[config.mk]
export PLATFORM = sky130hd
export DESIGN_NAME = tx_reset_guard
export DESIGN_NICKNAME = d
export VERILOG_FILES = /design/src/rtl/txr_pkg.sv /design/src/rtl/txr_regs.sv /design/src/rtl/txr_link_gate.sv /design/src/rtl/txr_sequencer.sv /design/src/rtl/tx_reset_guard.sv
export SDC_FILE = /design/constraint.sdc
export NUM_CORES = 1
export LEC_CHECK = 0
export ABC_CLOCK_PERIOD_IN_PS = 1500
export BUFFER_PORTS_ARGS = -buffer_cell sky130_fd_sc_hd__buf_2
export CORE_UTILIZATION = 31
export DETAILED_ROUTE_END_ITERATION = 8
export HOLD_SLACK_MARGIN = 0.02
export PLACE_DENSITY = 0.79
export SYNTH_ARGS = -nofsm -noshare
export SYNTH_HDL_FRONTEND = slang
export SYNTH_SLANG_ARGS = --single-unit
export TNS_END_PERCENT = 20
[constraint.sdc]
create_clock -name clk -period 1.5 [get_ports clk]
set_clock_uncertainty 0.2 [all_clocks]
set_input_delay 0.3 -clock clk [delete_from_list [all_inputs] [get_ports clk]]
set_output_delay 0.3 -clock clk [all_outputs]
set_load 0.01 [all_outputs]
[src/rtl/txr_pkg.sv]
// Package: shared types for the deferred transmit reset controller.
// Assumes nothing beyond IEEE 1800-2017 enum support.
package txr_pkg;

    // Controller phases, in the order they are visited.
    typedef enum logic [1:0] {
        ST_IDLE      = 2'd0,
        ST_PENDING   = 2'd1,
        ST_RESETTING = 2'd2,
        ST_DONE      = 2'd3
    } txr_state_e;

endpackage : txr_pkg

[src/rtl/txr_regs.sv]
// Module: txr_regs
// Register front end. It decodes the key write into a one-cycle request,
// keeps the completion flag (write-1-to-clear, set has priority) and the
// interrupt enable (resets to 1), and drives the combinational read mux.
// Assumes one write per cycle and that done_evt comes from the sequencer.
module txr_regs #(
    parameter int          ADDR_W      = 4,
    parameter int          DATA_W      = 32,
    parameter int unsigned KEY_VALUE   = 32'hA5,
    parameter int          ADDR_STATUS = 0,
    parameter int          ADDR_ENABLE = 1,
    parameter int          ADDR_KEY    = 2
) (
    input  logic              clk,
    input  logic              rst_n,
    input  logic              wr_en,
    input  logic [ADDR_W-1:0] wr_addr,
    input  logic [DATA_W-1:0] wr_data,
    input  logic [ADDR_W-1:0] rd_addr,
    output logic [DATA_W-1:0] rd_data,
    input  logic              done_evt,
    output logic              req_strobe,
    output logic              flag_q,
    output logic              irq
);

    localparam logic [ADDR_W-1:0] A_STATUS = ADDR_W'(ADDR_STATUS);
    localparam logic [ADDR_W-1:0] A_ENABLE = ADDR_W'(ADDR_ENABLE);
    localparam logic [ADDR_W-1:0] A_KEY    = ADDR_W'(ADDR_KEY);
    localparam logic [DATA_W-1:0] KEY      = DATA_W'(KEY_VALUE);

    logic en_q;
    logic wr_status;
    logic wr_enable;

    // Decode the three write targets.
    always_comb begin
        req_strobe = wr_en && (wr_addr == A_KEY) && (wr_data == KEY);
        wr_status  = wr_en && (wr_addr == A_STATUS);
        wr_enable  = wr_en && (wr_addr == A_ENABLE);
    end

    // Completion flag: set on done, cleared by writing 1, set wins.
    always_ff @(posedge clk) begin
        if (!rst_n) begin
            flag_q <= 1'b0;
        end else if (done_evt) begin
            flag_q <= 1'b1;
        end else if (wr_status && wr_data[0]) begin
            flag_q <= 1'b0;
        end
    end

    // Interrupt enable: comes out of reset unmasked.
    always_ff @(posedge clk) begin
        if (!rst_n) begin
            en_q <= 1'b1;
        end else if (wr_enable) begin
            en_q <= wr_data[0];
        end
    end

    // Masked interrupt output.
    always_comb irq = flag_q & en_q;

    // Read mux; the key offset is not storage and reads as zero.
    always_comb begin
        rd_data = '0;
        if (rd_addr == A_STATUS) begin
            rd_data[0] = flag_q;
        end else if (rd_addr == A_ENABLE) begin
            rd_data[0] = en_q;
        end
    end

    AST_FLAG_SET: assert property (@(posedge clk) disable iff (!rst_n)
        done_evt |=> flag_q);

endmodule : txr_regs

[src/rtl/txr_link_gate.sv]
// Module: txr_link_gate
// Tracks whether a frame is in flight on the transmit link and closes the
// ready/valid handshake between frames while a reset is being held off.
// Assumes well-formed framing: sof only on a first beat, eof only on a last.
module txr_link_gate (
    input  logic clk,
    input  logic rst_n,
    input  logic hold_req,
    input  logic up_src_rdy,
    input  logic up_sof,
    input  logic up_eof,
    output logic up_dst_rdy,
    output logic dn_src_rdy,
    input  logic dn_dst_rdy,
    output logic busy
);

    logic gate_closed;
    logic beat_ok;

    // Close the gate only between frames while a reset is outstanding.
    always_comb begin
        gate_closed = hold_req && !busy;
        up_dst_rdy  = dn_dst_rdy & ~gate_closed;
        dn_src_rdy  = up_src_rdy & ~gate_closed;
        beat_ok     = up_src_rdy & dn_dst_rdy & ~gate_closed;
    end

    // In-flight tracker: opens on sof without eof, closes on eof.
    always_ff @(posedge clk) begin
        if (!rst_n) begin
            busy <= 1'b0;
        end else if (beat_ok) begin
            if (up_eof) begin
                busy <= 1'b0;
            end else if (up_sof) begin
                busy <= 1'b1;
            end
        end
    end

endmodule : txr_link_gate

[src/rtl/txr_sequencer.sv]
// Module: txr_sequencer
// Deferral state machine: IDLE -> PENDING -> RESETTING -> DONE -> IDLE.
// Holds a request until the link has no frame in flight, then drives the
// transmit reset for RST_CYCLES cycles and signals completion for one cycle.
// Requests arriving outside IDLE merge into the current one.
module txr_sequencer
    import txr_pkg::*;
#(
    parameter int RST_CYCLES = 4
) (
    input  logic clk,
    input  logic rst_n,
    input  logic req,
    input  logic busy,
    output logic hold,
    output logic tx_rst,
    output logic done_evt
);

    localparam int CNT_W = $clog2(RST_CYCLES + 1);
    localparam logic [CNT_W-1:0] CNT_LAST = CNT_W'(RST_CYCLES - 1);

    txr_state_e        state_q;
    txr_state_e        state_d;
    logic [CNT_W-1:0]  cnt_q;

    // Next-state logic for the deferral sequence.
    always_comb begin
        state_d = state_q;
        unique case (state_q)
            ST_IDLE:      if (req) state_d = ST_PENDING;
            ST_PENDING:   if (!busy) state_d = ST_RESETTING;
            ST_RESETTING: if (cnt_q == CNT_LAST) state_d = ST_DONE;
            ST_DONE:      state_d = ST_IDLE;
            default:      state_d = ST_IDLE;
        endcase
    end

    // State register.
    always_ff @(posedge clk) begin
        if (!rst_n) begin
            state_q <= ST_IDLE;
        end else begin
            state_q <= state_d;
        end
    end

    // Pulse-length counter, cleared outside the reset phase.
    always_ff @(posedge clk) begin
        if (!rst_n) begin
            cnt_q <= '0;
        end else if (state_q == ST_RESETTING) begin
            cnt_q <= cnt_q + 1'b1;
        end else begin
            cnt_q <= '0;
        end
    end

    // Decode outputs from the state.
    always_comb begin
        hold     = (state_q != ST_IDLE);
        tx_rst   = (state_q == ST_RESETTING);
        done_evt = (state_q == ST_DONE);
    end

    AST_RST_ONLY_IDLE: assert property (@(posedge clk) disable iff (!rst_n)
        tx_rst |-> !busy);
    AST_REQ_TAKEN: assert property (@(posedge clk) disable iff (!rst_n)
        (req && state_q == ST_IDLE) |=> (state_q == ST_PENDING));

endmodule : txr_sequencer

[src/rtl/tx_reset_guard.sv]
// Module: tx_reset_guard
// Top of the deferred transmit reset controller. It joins the register
// front end, the link gate and the sequencer. tx_rst drives transmit logic
// only. Assumes a single clock and a synchronous active-low reset.
module tx_reset_guard #(
    parameter int          ADDR_W      = 4,
    parameter int          DATA_W      = 32,
    parameter int unsigned KEY_VALUE   = 32'hA5,
    parameter int          ADDR_STATUS = 0,
    parameter int          ADDR_ENABLE = 1,
    parameter int          ADDR_KEY    = 2,
    parameter int          RST_CYCLES  = 4
) (
    input  logic              clk,
    input  logic              rst_n,
    input  logic              reg_wr_en,
    input  logic [ADDR_W-1:0] reg_wr_addr,
    input  logic [DATA_W-1:0] reg_wr_data,
    input  logic [ADDR_W-1:0] reg_rd_addr,
    output logic [DATA_W-1:0] reg_rd_data,
    input  logic              up_src_rdy,
    input  logic              up_sof,
    input  logic              up_eof,
    output logic              up_dst_rdy,
    output logic              dn_src_rdy,
    input  logic              dn_dst_rdy,
    output logic              tx_rst,
    output logic              irq
);

    localparam int RUN_W = $clog2(RST_CYCLES + 1) + 1;

    logic req_strobe;
    logic done_evt;
    logic hold;
    logic busy;
    logic flag_q;

    txr_regs #(
        .ADDR_W      (ADDR_W),
        .DATA_W      (DATA_W),
        .KEY_VALUE   (KEY_VALUE),
        .ADDR_STATUS (ADDR_STATUS),
        .ADDR_ENABLE (ADDR_ENABLE),
        .ADDR_KEY    (ADDR_KEY)
    ) u_regs (
        .clk        (clk),
        .rst_n      (rst_n),
        .wr_en      (reg_wr_en),
        .wr_addr    (reg_wr_addr),
        .wr_data    (reg_wr_data),
        .rd_addr    (reg_rd_addr),
        .rd_data    (reg_rd_data),
        .done_evt   (done_evt),
        .req_strobe (req_strobe),
        .flag_q     (flag_q),
        .irq        (irq)
    );

    txr_link_gate u_gate (
        .clk        (clk),
        .rst_n      (rst_n),
        .hold_req   (hold),
        .up_src_rdy (up_src_rdy),
        .up_sof     (up_sof),
        .up_eof     (up_eof),
        .up_dst_rdy (up_dst_rdy),
        .dn_src_rdy (dn_src_rdy),
        .dn_dst_rdy (dn_dst_rdy),
        .busy       (busy)
    );

    txr_sequencer #(
        .RST_CYCLES (RST_CYCLES)
    ) u_seq (
        .clk      (clk),
        .rst_n    (rst_n),
        .req      (req_strobe),
        .busy     (busy),
        .hold     (hold),
        .tx_rst   (tx_rst),
        .done_evt (done_evt)
    );

    // Checker counter: length of the current tx_rst run.
    logic [RUN_W-1:0] run_len;
    always_ff @(posedge clk) begin
        if (!rst_n) begin
            run_len <= '0;
        end else if (tx_rst) begin
            run_len <= run_len + 1'b1;
        end else begin
            run_len <= '0;
        end
    end

    AST_RST_LEN: assert property (@(posedge clk) disable iff (!rst_n)
        $fell(tx_rst) |-> (run_len == RUN_W'(RST_CYCLES)));
    AST_NO_BEAT_IN_RESET: assert property (@(posedge clk) disable iff (!rst_n)
        tx_rst |-> (!dn_src_rdy && !up_dst_rdy));
    AST_FLAG_AFTER_PULSE: assert property (@(posedge clk) disable iff (!rst_n)
        $fell(tx_rst) |=> flag_q);

endmodule : tx_reset_guard

==> results_dict.tcl <==
set metrics [dict create \
    critPathLaunchType "flop" \
    grt_antenna_before_repair 0 \
    cts.sinks 8 \
    synth_edf_count 0 \
    yosysSeqAreaShare_pct 20.7 \
    via_count 771 \
    fin_crit_ps 1650 \
    fp-row-count 17 \
    yosysWarningCount 0 \
    min_from "reg_wr_data[0]" \
    clock.fmax_mhz 608 \
    path_cells "inv_2 > ha_4 > o21a_1 > buf_2" \
    finalNetCount 210 \
    synth.distinct_cells 24 \
    min_to "u_regs.en_q$_SDFFE_PN1P_" \
    num_antenna_cells 0 \
    p_switching_mw 0.142 \
    p_seq_share_pct 42.3 \
    worstReg2RegEnd "u_seq.state_q[1]$_SDFFE_PN0P_" \
    hold_depth 3 \
    cts-root-buf "clkbuf_4" \
    syn_inst 92 \
    synth_common_cells "buf_4 (31), dfxtp_1 (8), nand2_1 (8)" \
    setup_viol 5 \
    insertion_delay_ps 250 \
    ant_nets 0 \
    die_area_um2 2700 \
    grt_use_total_pct 11.0 \
    peakVddDrop_mv 0.468 \
    portBuffers 51 \
    worstPathRequired_ps 1000 \
    routedWlPerCell_um 9.09 \
    overflow 0 \
    first_iter_violations 9 \
    clockBufferDepth 2 \
    dp_hpwl_um 1390 \
    critical-path-top-delay-family "flip-flops" \
    core_um2 2280 \
    ys.flop_type "dfxtp_1" \
    rrSetupSlack_ps -130 \
    syn_avg_cell_area_um2 8.40 \
    fin_area_um2 1170 \
    gp_congestion 0.683 \
    drc_errors 0 \
    grt_pass1_vias 597 \
    ys_seq_elements 8 \
    crit_path_start "u_seq.state_q[1]$_SDFFE_PN0P_" \
    arrival_ps 1150 \
    crit_path_end_kind "primary output" \
    ctsHoldBuffers 0 \
    clk_pin_slew_ps 60 \
    hold_viol 0 \
    first_pass_iters 2 \
    syn_to_final_growth_pct 50.8 \
    worstPathBufferInverterCount 2 \
    cap_violations 0 \
    io-pin-count 83 \
    intPower_mw 0.371 \
    violations "setup timing" \
    cellPowerDensity_nw_per_um2 439 \
    netlist.area_leader.share_pct 30.1 \
    pwr-share-comb_pct 26.3 \
    synth.area.top_cells "buf_4 (30%), dfxtp_1 (21%), ha_1 (9.7%)" \
    ys_async_sr_fraction_pct 0 \
    max_stage_delay_ps 350 \
    swShare_pct 27.7 \
    ctsHtreeMaxLevel 1 \
    place_area_um2 997 \
    yosysTopAreaCell "buf_4" \
    finalCritPeriodShare_pct 110 \
    status "complete, but fails checks" \
    crit_slowest_cell "dfxtp_2" \
    fp.dieH_um 51.9 \
    rsz0062_at_grt "true" \
    synth_area_um2 773 \
    drive_gt1_share_pct 54.2 \
    leakagePower_nw 0.594 \
    cts_tree "done" \
    die_x_um 51.9 \
    viasPerCell 4.21 \
    worst_slack_ps -146 \
    cts_buffers 3 \
    r2r-start "u_seq.state_q[1]$_SDFFE_PN0P_" \
    r2r_cells 6 \
    maxSlewViolCount 0 \
    worstSetupPathDepth 4 \
    min_path_type "in2reg" \
    path_max_fanout 4 \
    timing.hold.ws_ps 69.8 \
    grt_max_degree 9 \
    totalWireLength_um 1660 \
    start_util_pct 34.0 \
    p_clk_share_pct 31.3 \
    crit_type "reg2out" \
    synth.most_common_cell "buf_4" \
    p_total_mw 0.512 \
    multi_input_area_um2 574 \
    grt_first_pass_wirelength_um 2190 \
    regArea_um2 165 \
    fillers 217 \
]
state kept, by name (all words and copies together), names as in the netlist:
signal and flops:
u_seq.state_q 2, u_regs.en_q 1, u_gate.busy 1, u_regs.flag_q 1, u_seq.cnt_q 3
power by group through the flow:
| stage | clock network, mW | registers, mW | logic [mW] |
|---|---|---|---|
| 2_1_floorplan | 0 | 0.220 | 0.116 |
| 3_3_place_gp | 0 | 0.220 | 0.123 |
| 4_1_cts | 0.164 | 0.216 | 0.127 |
| 6_report | 0.161 | 0.217 | 0.135 |
| 3_5_place_dp | 0 | 0.220 | 0.125 |
| 5_1_grt | 0.175 | 0.216 | 0.151 |
area by class of cell:
type,instances,area share [%]
Timing Repair Buffer,62,30.5
Multi-Input combinational cell,79,49.2
Clock buffer,3,1.93
Sequential cell,8,14.2
Tap cell,28,3.00
Inverter,3,1.18
metal layers:
metal  vias up  global-route usage (%)  part of all wire [%]
met1       353                    10.6                    36
met2        33                    20.9                    56
met5         -                       0                     0
li1        385                       -                     -
met4         0                    1.35                     0
met3         0                    5.56                   7.3
stage by stage:
stage          utilization, %  TNS, ps  setup slack, ps  instances
3_3_place_gp             43.8     -289             -147        175
5_1_grt                  51.2     -914             -194        183
3_5_place_dp             43.8     -388             -196        175
6_report                 51.2     -597             -146        183
4_1_cts                  46.9     -524             -143        181
2_1_floorplan               -        0             8.45        122
how the worst max path moves through the flow:
stage	slack, ps	to
final	-150	up_dst_rdy
after global routing	-190	u_seq.state_q[1]$_SDFFE_PN0P_
after CTS	-140	up_dst_rdy
after detailed placement	-200	u_seq.state_q[1]$_SDFFE_PN0P_
after global placement	-150	u_seq.state_q[1]$_SDFFE_PN0P_
after floorplan	8	u_seq.state_q[1]$_SDFFE_PN0P_
layout by cell type (no fill, tap or decap), types with 2 or more instances in the layout:
| master | Yosys | layout |
|---|---|---|
| and4bb_2 | 2 | 2 |
| buf_2 | 0 | 50 |
| mux2i_1 | 3 | 3 |
| buf_4 | 31 | 8 |
| nand2_1 | 8 | 7 |
| nand4_1 | 3 | 3 |
| ha_4 | 0 | 5 |
| buf_6 | 0 | 4 |
| nor4_1 | 5 | 5 |
| o21a_1 | 4 | 4 |
| clkbuf_4 | 0 | 3 |
| nor4_2 | 2 | 2 |
| nor2_1 | 4 | 4 |
| nand3b_1 | 2 | 2 |
| conb_1 | 1 | 31 |
| dfxtp_2 | 0 | 4 |
| dfxtp_1 | 8 | 4 |
cells by family after synthesis:
kind of cell / share of synthesized area [%]
buf+inv: 32.0
fa+ha+maj: 9.71
other cells: 0.485
compound gates: 7.61
mux: 3.88
flops: 20.7
simple gates: 25.6
worst min-delay path: cells and delay by family:
family / cells / cell delay (ps)
buffers and inverters: 1 / 80
and+or+nand+nor: 1 / 60
muxes: 1 / 50
what timing repair did:
action,CTS,global route
pin swaps,2,6
buffers inserted,3,2
endpoints found under the setup margin,5,6
endpoints found under the hold margin,0,0
gates resized for setup,8,16
(Power assumes the default switching activity.)
